File: config.mk
export PLATFORM = sky130hd
export DESIGN_NAME = pcie_tx_credit_gate
export DESIGN_NICKNAME = d
export VERILOG_FILES = /design/src/rtl/txcg_pkg.sv /design/src/rtl/txcg_limit_store.sv /design/src/rtl/txcg_used_ctr.sv /design/src/rtl/txcg_decide.sv /design/src/rtl/pcie_tx_credit_gate.sv
export SDC_FILE = /design/constraint.sdc
export NUM_CORES = 1
export LEC_CHECK = 0
export ABC_CLOCK_PERIOD_IN_PS = 7400
export BUFFER_PORTS_ARGS = -buffer_cell sky130_fd_sc_hd__buf_2
export CAP_MARGIN = 40
export CORE_UTILIZATION = 40
export CTS_CLUSTER_DIAMETER = 80
export DETAILED_ROUTE_END_ITERATION = 10
export PLACE_DENSITY_LB_ADDON = 0.08
export SYNTH_ARGS = -nofsm -noshare
export SYNTH_HDL_FRONTEND = slang
export SYNTH_HIERARCHICAL = 1
export SYNTH_SLANG_ARGS = --single-unit
File: constraint.sdc
create_clock -name clk -period 7.4 [get_ports clk]
set_input_delay 1.48 -clock clk [delete_from_list [all_inputs] [get_ports clk]]
set_output_delay 1.48 -clock clk [all_outputs]
set_load 0.02 [all_outputs]
File: src/rtl/txcg_pkg.sv
package txcg_pkg;
  localparam int CRED_W = 16;
  localparam int NPOOL  = 6;

  typedef enum logic [1:0] {
    CLS_POSTED = 2'd0,
    CLS_NONPOST = 2'd1,
    CLS_CPL = 2'd2,
    CLS_NONE = 2'd3
  } pkt_cls_e;

  // pool code with low bits 11 carries no pool
  function automatic logic code_reserved(input logic [2:0] code);
    return code[1:0] == 2'b11;
  endfunction

  // header pools occupy slots 0..2, data pools slots 3..5
  function automatic logic [2:0] slot_of(input logic [2:0] code);
    return code[2] ? (3'd3 + {1'b0, code[1:0]}) : {1'b0, code[1:0]};
  endfunction

  function automatic logic [CRED_W-1:0] room(input logic [CRED_W-1:0] lim,
                                             input logic [CRED_W-1:0] used);
    return lim - used;
  endfunction

  function automatic logic [CRED_W-1:0] dw_to_credits(input logic [CRED_W-1:0] dw);
    logic [CRED_W:0] sum;
    sum = {1'b0, dw} + (CRED_W+1)'(3);
    return sum[CRED_W:2];
  endfunction
endpackage

File: src/rtl/txcg_limit_store.sv
module txcg_limit_store
  import txcg_pkg::*;
#(
  parameter int CW = CRED_W,
  parameter int NP = NPOOL
) (
  input  logic                  clk,
  input  logic                  rst_n,
  input  logic                  upd_vld,
  input  logic [2:0]            upd_code,
  input  logic [CW-1:0]         upd_val,
  output logic [NP-1:0][CW-1:0] lim_q
);
  logic             upd_ok;
  logic [2:0]       upd_slot;

  assign upd_ok   = upd_vld && !code_reserved(upd_code);
  assign upd_slot = slot_of(upd_code);

  for (genvar i = 0; i < NP; i++) begin : g_pool
    always_ff @(posedge clk) begin
      if (!rst_n)
        lim_q[i] <= '0;
      else if (upd_ok && (upd_slot == 3'(i)))
        lim_q[i] <= upd_val;
    end
  end
endmodule

File: src/rtl/txcg_used_ctr.sv
module txcg_used_ctr
  import txcg_pkg::*;
#(
  parameter int CW = CRED_W,
  parameter int NP = NPOOL
) (
  input  logic                  clk,
  input  logic                  rst_n,
  input  logic                  take,
  input  logic [1:0]            take_cls,
  input  logic [CW-1:0]         take_data,
  output logic [NP-1:0][CW-1:0] used_q
);
  localparam int NCLS = NP / 2;

  for (genvar i = 0; i < NP; i++) begin : g_pool
    localparam logic [1:0] MYCLS = 2'(i % NCLS);
    localparam bit IS_DATA = (i >= NCLS);
    logic [CW-1:0] step;
    assign step = IS_DATA ? take_data : CW'(1);

    always_ff @(posedge clk) begin
      if (!rst_n)
        used_q[i] <= '0;
      else if (take && (take_cls == MYCLS))
        used_q[i] <= used_q[i] + step;
    end
  end
endmodule

File: src/rtl/txcg_decide.sv
module txcg_decide
  import txcg_pkg::*;
#(
  parameter int CW = CRED_W,
  parameter int NP = NPOOL,
  parameter int DW_W = 11
) (
  input  logic                  req_vld,
  input  logic [1:0]            req_cls,
  input  logic [DW_W-1:0]       req_dw,
  input  logic [NP-1:0][CW-1:0] lim_q,
  input  logic [NP-1:0][CW-1:0] used_q,
  output logic                  gnt,
  output logic [CW-1:0]         data_need
);
  localparam int NCLS = NP / 2;

  logic [CW-1:0] hdr_room, data_room;
  logic [2:0]    hslot, dslot;
  logic          cls_ok, hdr_ok, data_ok;

  assign cls_ok    = (req_cls != CLS_NONE);
  assign hslot     = {1'b0, req_cls};
  assign dslot     = 3'(NCLS) + {1'b0, req_cls};
  assign data_need = dw_to_credits(CW'(req_dw));

  always_comb begin
    hdr_room  = '0;
    data_room = '0;
    if (cls_ok) begin
      hdr_room  = room(lim_q[hslot], used_q[hslot]);
      data_room = room(lim_q[dslot], used_q[dslot]);
    end
  end

  assign hdr_ok  = hdr_room != '0;
  assign data_ok = (data_need == '0) || (data_room >= data_need);
  assign gnt     = req_vld && cls_ok && hdr_ok && data_ok;
endmodule

File: src/rtl/pcie_tx_credit_gate.sv
module pcie_tx_credit_gate
  import txcg_pkg::*;
#(
  parameter int DW_W = 11
) (
  input  logic            clk,
  input  logic            rst_n,
  input  logic            lim_vld,
  input  logic [18:0]     lim_data,
  input  logic            req_vld,
  input  logic [1:0]      req_cls,
  input  logic [DW_W-1:0] req_dw,
  output logic            gnt
);
  localparam int CW = CRED_W;
  localparam int NP = NPOOL;

  logic [2:0]            lim_code;
  logic [CW-1:0]         lim_val;
  logic [NP-1:0][CW-1:0] lim_q;
  logic [NP-1:0][CW-1:0] used_q;
  logic [CW-1:0]         data_need;
  logic                  grant_ev;

  assign lim_code = lim_data[18:16];
  assign lim_val  = lim_data[15:0];

  txcg_limit_store #(.CW(CW), .NP(NP)) u_lim (
    .clk(clk), .rst_n(rst_n), .upd_vld(lim_vld), .upd_code(lim_code),
    .upd_val(lim_val), .lim_q(lim_q)
  );

  txcg_decide #(.CW(CW), .NP(NP), .DW_W(DW_W)) u_dec (
    .req_vld(req_vld), .req_cls(req_cls), .req_dw(req_dw),
    .lim_q(lim_q), .used_q(used_q), .gnt(grant_ev), .data_need(data_need)
  );

  txcg_used_ctr #(.CW(CW), .NP(NP)) u_used (
    .clk(clk), .rst_n(rst_n), .take(grant_ev), .take_cls(req_cls),
    .take_data(data_need), .used_q(used_q)
  );

  assign gnt = grant_ev;
endmodule

==> impl_metrics.csv, run 1 <==
group,metric,value,unit
timing,final.min_clock_period,7140,ps
setup_path,end_kind,"output port",
synthesis,yosysMostFrequentCell,"nand2_1",
layout,antenna_cells,0,
synthesis,netlist_instances,1548,
pwr,cellPowerDensity,178,nW/um^2
setup_path,cp_data_arrival_time,5660,ps
detailed_routing,ant_nets,0,
timing,worst_slack,262,ps
layout,area.sequential,3840,sq um
die,ioPinCount,37,
pwr,power_frac_seq,0.400,
setup_path,crit_path_start_kind,"primary input",
synthesis,synthDominantCellAreaShare,0.280,
timing,setup_violations,0,
detailed_routing,drc,0,
global_routing,grt-ovfl-total,0,
timing,fin_worst_skew,17.1,ps
setup_path,cp_max_fo,7,
setup_path,reg2reg_from,"u_lim/lim_q[1]",
setup_path,crit_start,"req_cls[1]",
synthesis,synth-warning-count,6,
layout,drive_above_1_share,0.148,
detailed_routing,wl_per_cell,20.2,um
layout,nets,1723,
global_routing,antenna_found_initial,0,
synthesis,synth_edf_count,0,
timing,fmax,0.140,GHz
die,num_rows,67,
synthesis,avgSynthCellArea,8.87,sq um
timing,drv_slew,0,
global_routing,grt.total_usage,0.237,
placed_design,portBuffers,36,
layout,fillers,3257,
synthesis,synth_area_leader_cell,"dfxtp_1",
detailed_routing,drt-pass1-iter-count,5,
clock_network,cts_buffers,17,
synthesis,ys_types,84,
clock_network,clkSlewWorstSetupHoldPaths,80,ps
detailed_routing,drt_iter0_markers,862,
timing,relSlewSlack,0.368,
pwr,switching_share,0.327,
placed_design,gp_congestion,0.896,
die,fp.dieH,187,um
synthesis,synth_commonest_cells,"nand2_1 (241), dfxtp_1 (192), mux2i_1 (134)",
placed_design,place_inst,2017,
detailed_routing,routed_wl,41.3,mm
synthesis,yosysSeqAreaShare,0.280,
layout,stdcell_count,2051,
placed_design,hpwl,30.8,mm
pwr,p_sw,0.892,mW
clock_network,clockBufferDepth,2,
timing,finalCritPeriodShare,0.965,
pwr,pwr-share-comb,0.250,
pwr,power.internal,1.84,mW
detailed_routing,vias,11700,
clock_network,cts_tree,"done",
run,drv_cap,0,
synthesis,yosys-top-cells-area,"dfxtp_1 (28%), mux4_2 (10%), mux2i_1 (9.8%), ha_1 (8.4%), nand2_1 (6.6%)",
layout,multiInputGateArea,9400,sq um
clock_network,clock-sinks,192,
die,core-area,33600,sq um
pwr,clkPwrFrac,0.349,
global_routing,grt_start_max_net_pins,73,
setup_path,critical_path_class,"in2out",
synthesis,syn-cell-area,13700,sq um
hold_path,hp-start,"u_lim/lim_q[71]",
synthesis,synth_seq_cells,192,
pwr,power_leakage,6.12,nW
setup_path,required,5920,ps
die,dieArea,35100,sq um
synthesis,synth_ff_type,"dfxtp_1",
layout,area_growth,11.8,%
synthesis,synthArstFlopShare,0,
timing,hold_viol,0,
detailed_routing,routed_via_density,5.68,
clock_network,insertion_delay,460,ps
die,initial_core_util,0.408,
pwr,power,2.73,mW
global_routing,grt_pass1_wl,64.3,mm
global_routing,grt_pass1_vias,11000,
clock_network,holdBufCountCts,0,
placed_design,pre_cts_ws,-79.4,ps
timing,worst_pin_slew,944,ps
status,status,"finished, final reports clean",
hold_path,min_path_type,"reg2reg",
clock_network,clock-root-buffer,"clkbuf_16",
die,fp.dieW,187,um
pwr,vdd_drop_max,0.000168,V
clock_network,cts_max_level,4,
==> power groups by stage <==
stage | combinational, mW | clock [mW] | sequential, mW
after global routing | 0.748 | 1.02 | 1.10
after global placement | 0.649 | 0 | 1.12
after detailed placement | 0.655 | 0 | 1.12
final | 0.684 | 0.954 | 1.09
after floorplan | 0.480 | 0 | 1.11
after CTS | 0.666 | 0.973 | 1.09
==> final timing paths <==
path                  endpoint  slack (ps)  depth (start not counted)
max                        gnt         260                         23
min            u_lim/lim_q[71]         460                          2
max reg2reg  u_used/used_q[15]        2050                         26
min reg2reg    u_lim/lim_q[71]         460                          2
==> area by class of cell <==
class,count,share of cell area
Sequential cell,192,0.250
Timing Repair Buffer,99,0.0500
Clock inverter,14,0.00946
Tap cell,448,0.0365
Multi-Input combinational cell,1228,0.612
Clock buffer,18,0.0286
Inverter,52,0.0127
==> cell families after synthesis <==
family,synth area share
AND/OR/NAND/NOR,0.188
AO/OA/AOI/OAI,0.141
multiplexers,0.200
flip-flops,0.280
buffers and inverters,0.0442
adder cells (fa/ha/maj),0.0911
XOR/XNOR,0.0549
other,0.000273
==> critical path, stage by stage <==
cell and delay, ps:
buf_2 120, inv_1 80, ha_4 290, buf_4 170, mux4_2 310, a21oi_2 160
buf_4 140, ha_1 160, inv_1 60, fa_1 400, a21oi_2 250, o2111ai_2 180
nand3_1 130, nor3b_4 200, ha_1 260, nor2b_1 130, o21ai_1 110, o2111ai_1 120
nor3_2 210, o2111ai_1 140, nor4_2 300, a2111oi_4 60, buf_4 180
==> flip-flops by register name, indices dropped and copies added (netlist names) <==
register and flops:
u_used/used_q 96, u_lim/lim_q 96
==> per-stage QoR <==
step	hold slack [ps]	cell area [sq um]	setup TNS, ps	utilization
after floorplan	434	13800	0	-
after global placement	441	14600	0	0.434
after detailed placement	449	14700	-79.4	0.436
after CTS	460	15300	0	0.454
after global routing	478	15300	-33.7	0.457
final	460	15300	0	0.457
==> placed cells by master, fill, tap and decap left out, types with 22 or more instances in the layout <==
master,count
a21oi_1,105
buf_2,33
buf_4,58
dfxtp_1,192
ha_1,91
inv_1,49
mux2i_1,134
mux4_2,62
nand2_1,241
nand3_1,53
nand4_1,25
nor2_1,97
nor3_1,22
o21ai_0,51
xnor2_1,38
xor2_1,48
==> layer usage <==
layer  up-vias  routed length (um)  global-route usage  part of all wire
met2       237               18300               0.364              0.44
li1       5694                   -                   -                 -
met5         -                   0                   0                 0
met1      5691               20900               0.344              0.51
met3        29                1530              0.0340             0.037
met4         0                 606              0.0627             0.015
==> what timing repair did <==
item | in CTS | in global routing
setup buffers | 0 | 2
setup endpoints to repair | 1 | 1
gates resized for setup | 7 | 14
pin swaps | 1 | 9
Note: power is estimated with default switching activity, not from simulation.
==> run 2, diff against run 1 <==
Settings changed: ABC_CLOCK_PERIOD_IN_PS 7400 to 7100, CORE_UTILIZATION 40 to 55.
Clock period 7.4 ns to 7.1 ns, I/O delays scaled along.
==> run 2 against run 1 <==
Net effect:
- the run now ends with negative setup slack left
- clock power is 6% higher
- first-iteration DRC count is 28% higher
- power is 6.3% higher
- non-clock buffer count rose by 21
- combinational power increased by 9.9%
- sequential power grew 5%
- highest routed layer unchanged
==> impl_metrics.csv, run 2 (synthesis results as in run 1) <==
group,metric,value,unit
setup_path,required,5680,ps
die,fp.dieW,160,um
layout,area_growth,12.2,%
pwr,power_leakage,6.23,nW
setup_path,rr_endpoint,"u_used/used_q[46]",
run,drv_cap,0,
status,violations,"negative setup slack",
global_routing,grt.total_usage,0.310,
hold_path,hold_path_depth,2,
detailed_routing,drt-pass1-iter-count,7,
setup_path,crit_path_start_kind,"primary input",
timing,fmax,0.139,GHz
setup_path,crit_start,"req_cls[0]",
detailed_routing,wl_per_cell,20.3,um
setup_path,slowest_delay,410,ps
setup_path,critical_path_class,"in2out",
setup_path,cp_data_arrival_time,5800,ps
layout,fin_util,0.632,
layout,nets,1744,
timing,finalCritPeriodShare,1.02,
hold_path,min_path_type,"reg2reg",
layout,drive_above_1_share,0.163,
clock_network,cts_max_level,4,
layout,stdcell_count,1947,
layout,antenna_cells,0,
layout,layout_common_cells,"nand2_1 (241), dfxtp_1 (192), mux2i_1 (133)",
die,ioPinCount,37,
layout,top_regs,"u_lim/lim_q x96, u_used/used_q x96",
placed_design,gp_congestion,0.930,
layout,multiInputGateArea,9460,sq um
clock_network,clkSlewWorstSetupHoldPaths,70,ps
setup_path,crit_top_cell,"buf_4",
global_routing,grt-ovfl-total,0,
setup_path,endpoint,"gnt",
die,initial_core_util,0.563,
clock_network,cts_buffers,17,
pwr,vdd_drop_max,0.000171,V
die,core-area,24400,sq um
detailed_routing,routed_via_density,6.19,
clock_network,clockBufferDepth,2,
clock_network,clock-sinks,192,
setup_path,reg2reg_slack,1510,ps
global_routing,grt_pass1_vias,11100,
global_routing,grt_start_max_net_pins,114,
clock_network,insertion_delay,430,ps
status,status,"complete, but fails checks",
timing,grt_setup_unrepaired,"yes",
placed_design,hpwl,29.2,mm
clock_network,cts_tree,"done",
timing,setup_tns,-117,ps
pwr,cellPowerDensity,188,nW/um^2
detailed_routing,drc,0,
die,dieArea,25600,sq um
clock_network,clock-root-buffer,"clkbuf_16",
timing,worst_slack,-117,ps
pwr,power,2.90,mW
detailed_routing,vias,12100,
layout,fillers,2140,
timing,hold_viol,0,
timing,worst_pin_slew,889,ps
timing,relSlewSlack,0.405,
placed_design,place_inst,1912,
layout,layout_commonest_cell,"nand2_1",
setup_path,end_kind,"output port",
detailed_routing,ant_nets,0,
setup_path,cp_slowest_cell,"fa_1",
detailed_routing,routed_wl,39.6,mm
timing,drv_slew,0,
layout,area.sequential,3840,sq um
setup_path,cp_max_fo,7,
detailed_routing,drt_iter0_markers,1107,
setup_path,reg2reg_from,"u_used/used_q[33]",
timing,fin_worst_skew,12.1,ps
global_routing,grt_pass1_wl,62.0,mm
setup_path,r2r_cells,27,
die,fp.dieH,160,um
global_routing,antenna_found_initial,0,
timing,setup_violations,1,
timing,final.min_clock_period,7220,ps
die,num_rows,57,
placed_design,portBuffers,36,
## run 2: what timing repair did
action	4_1_cts	5_1_grt
gates resized for setup	8	31
hold buffers	0	0
cloned	0	0
setup buffers	1	5
pin swaps	4	22
endpoints found under the setup margin	1	11
## run 2: how the worst min path moves through the flow
stage | start | end | slack (ps)
after global routing | u_lim/lim_q[93] | u_lim/lim_q[93] | 470
after floorplan | u_lim/lim_q[80] | u_lim/lim_q[80] | 430
after detailed placement | u_lim/lim_q[88] | u_lim/lim_q[88] | 450
final | u_lim/lim_q[69] | u_lim/lim_q[69] | 460
after CTS | u_lim/lim_q[92] | u_lim/lim_q[92] | 460
after global placement | u_lim/lim_q[88] | u_lim/lim_q[88] | 440
## run 2: metrics by stage
stage	worst slack, ps	hold WS (ps)	cell area [sq um]
3_3_place_gp	-244	441	14600
2_1_floorplan	63.1	434	13800
5_1_grt	-397	473	15400
6_report	-117	459	15400
3_5_place_dp	-344	445	14600
4_1_cts	-119	460	15200
## run 2: per-layer routing
| metal | track usage | vias to the layer above | wire, um |
|---|---|---|---|
| li1 | - | 5744 | - |
| met1 | 0.448 | 5814 | 18400 |
| met2 | 0.477 | 465 | 17600 |
| met3 | 0.0597 | 34 | 2970 |
| met4 | 0.0667 | 0 | 637 |
| met5 | 0 | - | 0 |
## run 2: final cells by class
type                            count  area share
Inverter                           52      0.0127
Multi-Input combinational cell   1228       0.614
Timing Repair Buffer              120      0.0587
Tap cell                          324      0.0263
Clock inverter                     11     0.00983
Clock buffer                       20      0.0290
Sequential cell                   192       0.250
## run 2: power by group
part | internal [mW] | switching (mW)
Clock | 0.541 | 0.468
Combinational | 0.329 | 0.422
Sequential | 1.11 | 0.0352
Total | 1.98 | 0.925
## run 2: critical path: cells and delay by family
family	cells	cell delay, ps
buffers and inverters	7	830
XOR/XNOR	1	250
AO/OA/AOI/OAI	8	1270
adder cells (fa/ha/maj)	4	1120
AND/OR/NAND/NOR	4	620
multiplexers	1	270
==> run 3, diff against run 2 <==
Settings changed: CELL_PAD_IN_SITES_DETAIL_PLACEMENT set to 2, CELL_PAD_IN_SITES_GLOBAL_PLACEMENT set to 2, CORE_UTILIZATION 55 to 40.
==> run 3 against run 2 <==
Net effect:
- the flow still finishes with violations (negative setup slack)
- clock skew up 3.0 ps
- critical path depth decreased by 1
- utilization decreased by 16 points
- sequential share of layout area shrank 0.48 points
- power is 2.4% higher
- via count up 3.4%
==> impl_metrics.csv, run 3 (synthesis results as in run 1) <==
group,metric,value,unit
status,status,"complete, but fails checks",
status,violations,"negative setup slack",
pwr,pwr-share-comb,0.270,
timing,grt_setup_unrepaired,"yes",
global_routing,grt_pass1_vias,13500,
pwr,clkPwrFrac,0.345,
pwr,vdd_drop_max,0.000182,V
layout,layout_common_cells,"nand2_1 (241), dfxtp_1 (192), mux2i_1 (133)",
global_routing,grt.total_usage,0.298,
detailed_routing,vias,12500,
pwr,p_sw,0.980,mW
detailed_routing,drc,0,
clock_network,clock-root-buffer,"clkbuf_16",
setup_path,crit_top_cell,"buf_6",
timing,fin_worst_skew,15.1,ps
placed_design,pre_cts_ws,-359,ps
timing,fmax,0.139,GHz
pwr,power_leakage,6.32,nW
layout,fillers,3697,
setup_path,required,5680,ps
timing,final.min_clock_period,7200,ps
pwr,power_frac_seq,0.385,
hold_path,hp-start,"u_lim/lim_q[68]",
pwr,switching_share,0.330,
setup_path,crit_path_start_kind,"primary input",
setup_path,path_buf_inv,5,
placed_design,postPlaceCellArea,14800,sq um
setup_path,cp_slowest_cell,"ha_4",
die,ioPinCount,37,
placed_design,place_inst,2042,
setup_path,cp_cell_sequence,"buf_8 -> inv_6 -> ha_4 -> buf_6 -> mux4_2 -> a21oi_2 -> ha_1 -> nor2b_4 -> o31a_1 -> o21ba_4 -> o21ai_4 -> a21oi_2 -> o21ai_1 -> nor3b_2 -> nor3_1 -> ha_1 -> nand4_1 -> nor4_2 -> nor3_2 -> o2111ai_2 -> nor4_4 -> a2111oi_4 -> buf_6 -> buf_6",
clock_network,insertion_delay,460,ps
layout,drive_above_1_share,0.170,
timing,finalCritPeriodShare,1.01,
layout,stdcell_count,2085,
timing,worst_slack,-95.3,ps
run,drv_cap,0,
layout,area_growth,14.4,%
placed_design,gp_congestion,0.865,
detailed_routing,ant_nets,0,
timing,drv_slew,0,
layout,antenna_cells,0,
setup_path,r2r_cells,25,
clock_network,clkSlewWorstSetupHoldPaths,80,ps
placed_design,hpwl,38.5,mm
global_routing,antenna_found_initial,0,
setup_path,cpLargestDelayFamily,"compound AO/OA/AOI/OAI gates",
layout,nets,1757,
detailed_routing,routed_wl,51.6,mm
timing,setup_violations,1,
global_routing,grt_start_max_net_pins,82,
clock_network,cts_buffers,17,
setup_path,end_kind,"output port",
setup_path,reg2reg_from,"u_used/used_q[17]",
timing,worst_pin_slew,952,ps
pwr,power,2.97,mW
setup_path,rr_endpoint,"u_used/used_q[15]",
clock_network,clockBufferDepth,2,
hold_path,hold_path_depth,2,
timing,relSlewSlack,0.360,
clock_network,clock-sinks,192,
hold_path,min_path_type,"reg2reg",
setup_path,cp_max_fo,6,
setup_path,critical_path_class,"in2out",
timing,hold_viol,0,
layout,layout_commonest_cell,"nand2_1",
layout,top_regs,"u_lim/lim_q x96, u_used/used_q x96",
timing,whs,470,ps
detailed_routing,drt-pass1-iter-count,4,
die,core-area,33600,sq um
die,num_rows,67,
die,dieArea,35100,sq um
die,fp.dieH,187,um
setup_path,cp_data_arrival_time,5780,ps
setup_path,reg2reg_slack,1410,ps
die,initial_core_util,0.408,
die,fp.dieW,187,um
pwr,cellPowerDensity,189,nW/um^2
clock_network,cts_max_level,4,
detailed_routing,drt_iter0_markers,741,
layout,postLayoutCellArea,15700,sq um
detailed_routing,wl_per_cell,24.7,um
pwr,power.internal,1.99,mW
hold_path,holdPathEnd,"u_lim/lim_q[68]",
placed_design,portBuffers,36,
detailed_routing,routed_via_density,5.98,
global_routing,grt-ovfl-total,0,
clock_network,cts_tree,"done",
setup_path,slowest_delay,350,ps
global_routing,grt_pass1_wl,80.2,mm
[run 3: timing repair]
action                                  4_1_cts  5_1_grt
hold buffers                                  0        0
endpoints found under the setup margin        1        1
setup buffers                                 6        6
pin swaps                                    13       19
gates resized for setup                      20       25
[run 3: cell type report]
class / count / area (sq um) / area share
well taps: 448 / 561 / 0.0357
repair buffers: 133 / 1040 / 0.0661
clock buffers: 21 / 460 / 0.0293
inverters: 52 / 201 / 0.0128
flip-flops and latches: 192 / 3840 / 0.245
multi-input cells: 1228 / 9450 / 0.602
clock inverters: 11 / 149 / 0.00948
[run 3: through the flow]
stage	TNS (ps)	utilization
after floorplan	0	-
after global placement	-179	0.440
after detailed placement	-2490	0.442
after CTS	-88.6	0.463
after global routing	-295	0.467
final	-95.3	0.467
[run 3: power by group through the flow]
stage | logic [mW] | registers, mW | clock network (mW)
final | 0.802 | 1.15 | 1.03
after global routing | 0.868 | 1.15 | 1.09
after CTS | 0.753 | 1.14 | 1.04
after detailed placement | 0.729 | 1.17 | 0
after global placement | 0.698 | 1.17 | 0
after floorplan | 0.504 | 1.15 | 0
[run 3: routing by layer]
metal / global-route usage / vias up / wire, um
met3: 0.0370 / 63 / 1560
met2: 0.494 / 233 / 24700
met5: 0 / - / 0
met4: 0.0829 / 0 / 1010
met1: 0.406 / 6410 / 24300
li1: - / 5765 / -
[run 3: worst max-delay path by stage]
| stage | cells past startpoint | to | start | slack (ps) |
|---|---|---|---|---|
| after detailed placement | 25 | gnt | req_cls[1] | -360 |
| after global routing | 24 | gnt | req_cls[0] | -290 |
| after floorplan | 24 | gnt | req_cls[1] | 60 |
| after global placement | 25 | gnt | req_cls[1] | -180 |
| after CTS | 23 | gnt | req_cls[1] | -90 |
| final | 24 | gnt | req_cls[0] | -100 |
[run 3: worst min-delay path: cells and delay by family (launching register included)]
kind	cells	cell delay (ps)
flops	1	320
mux	1	50
simple gates	1	60
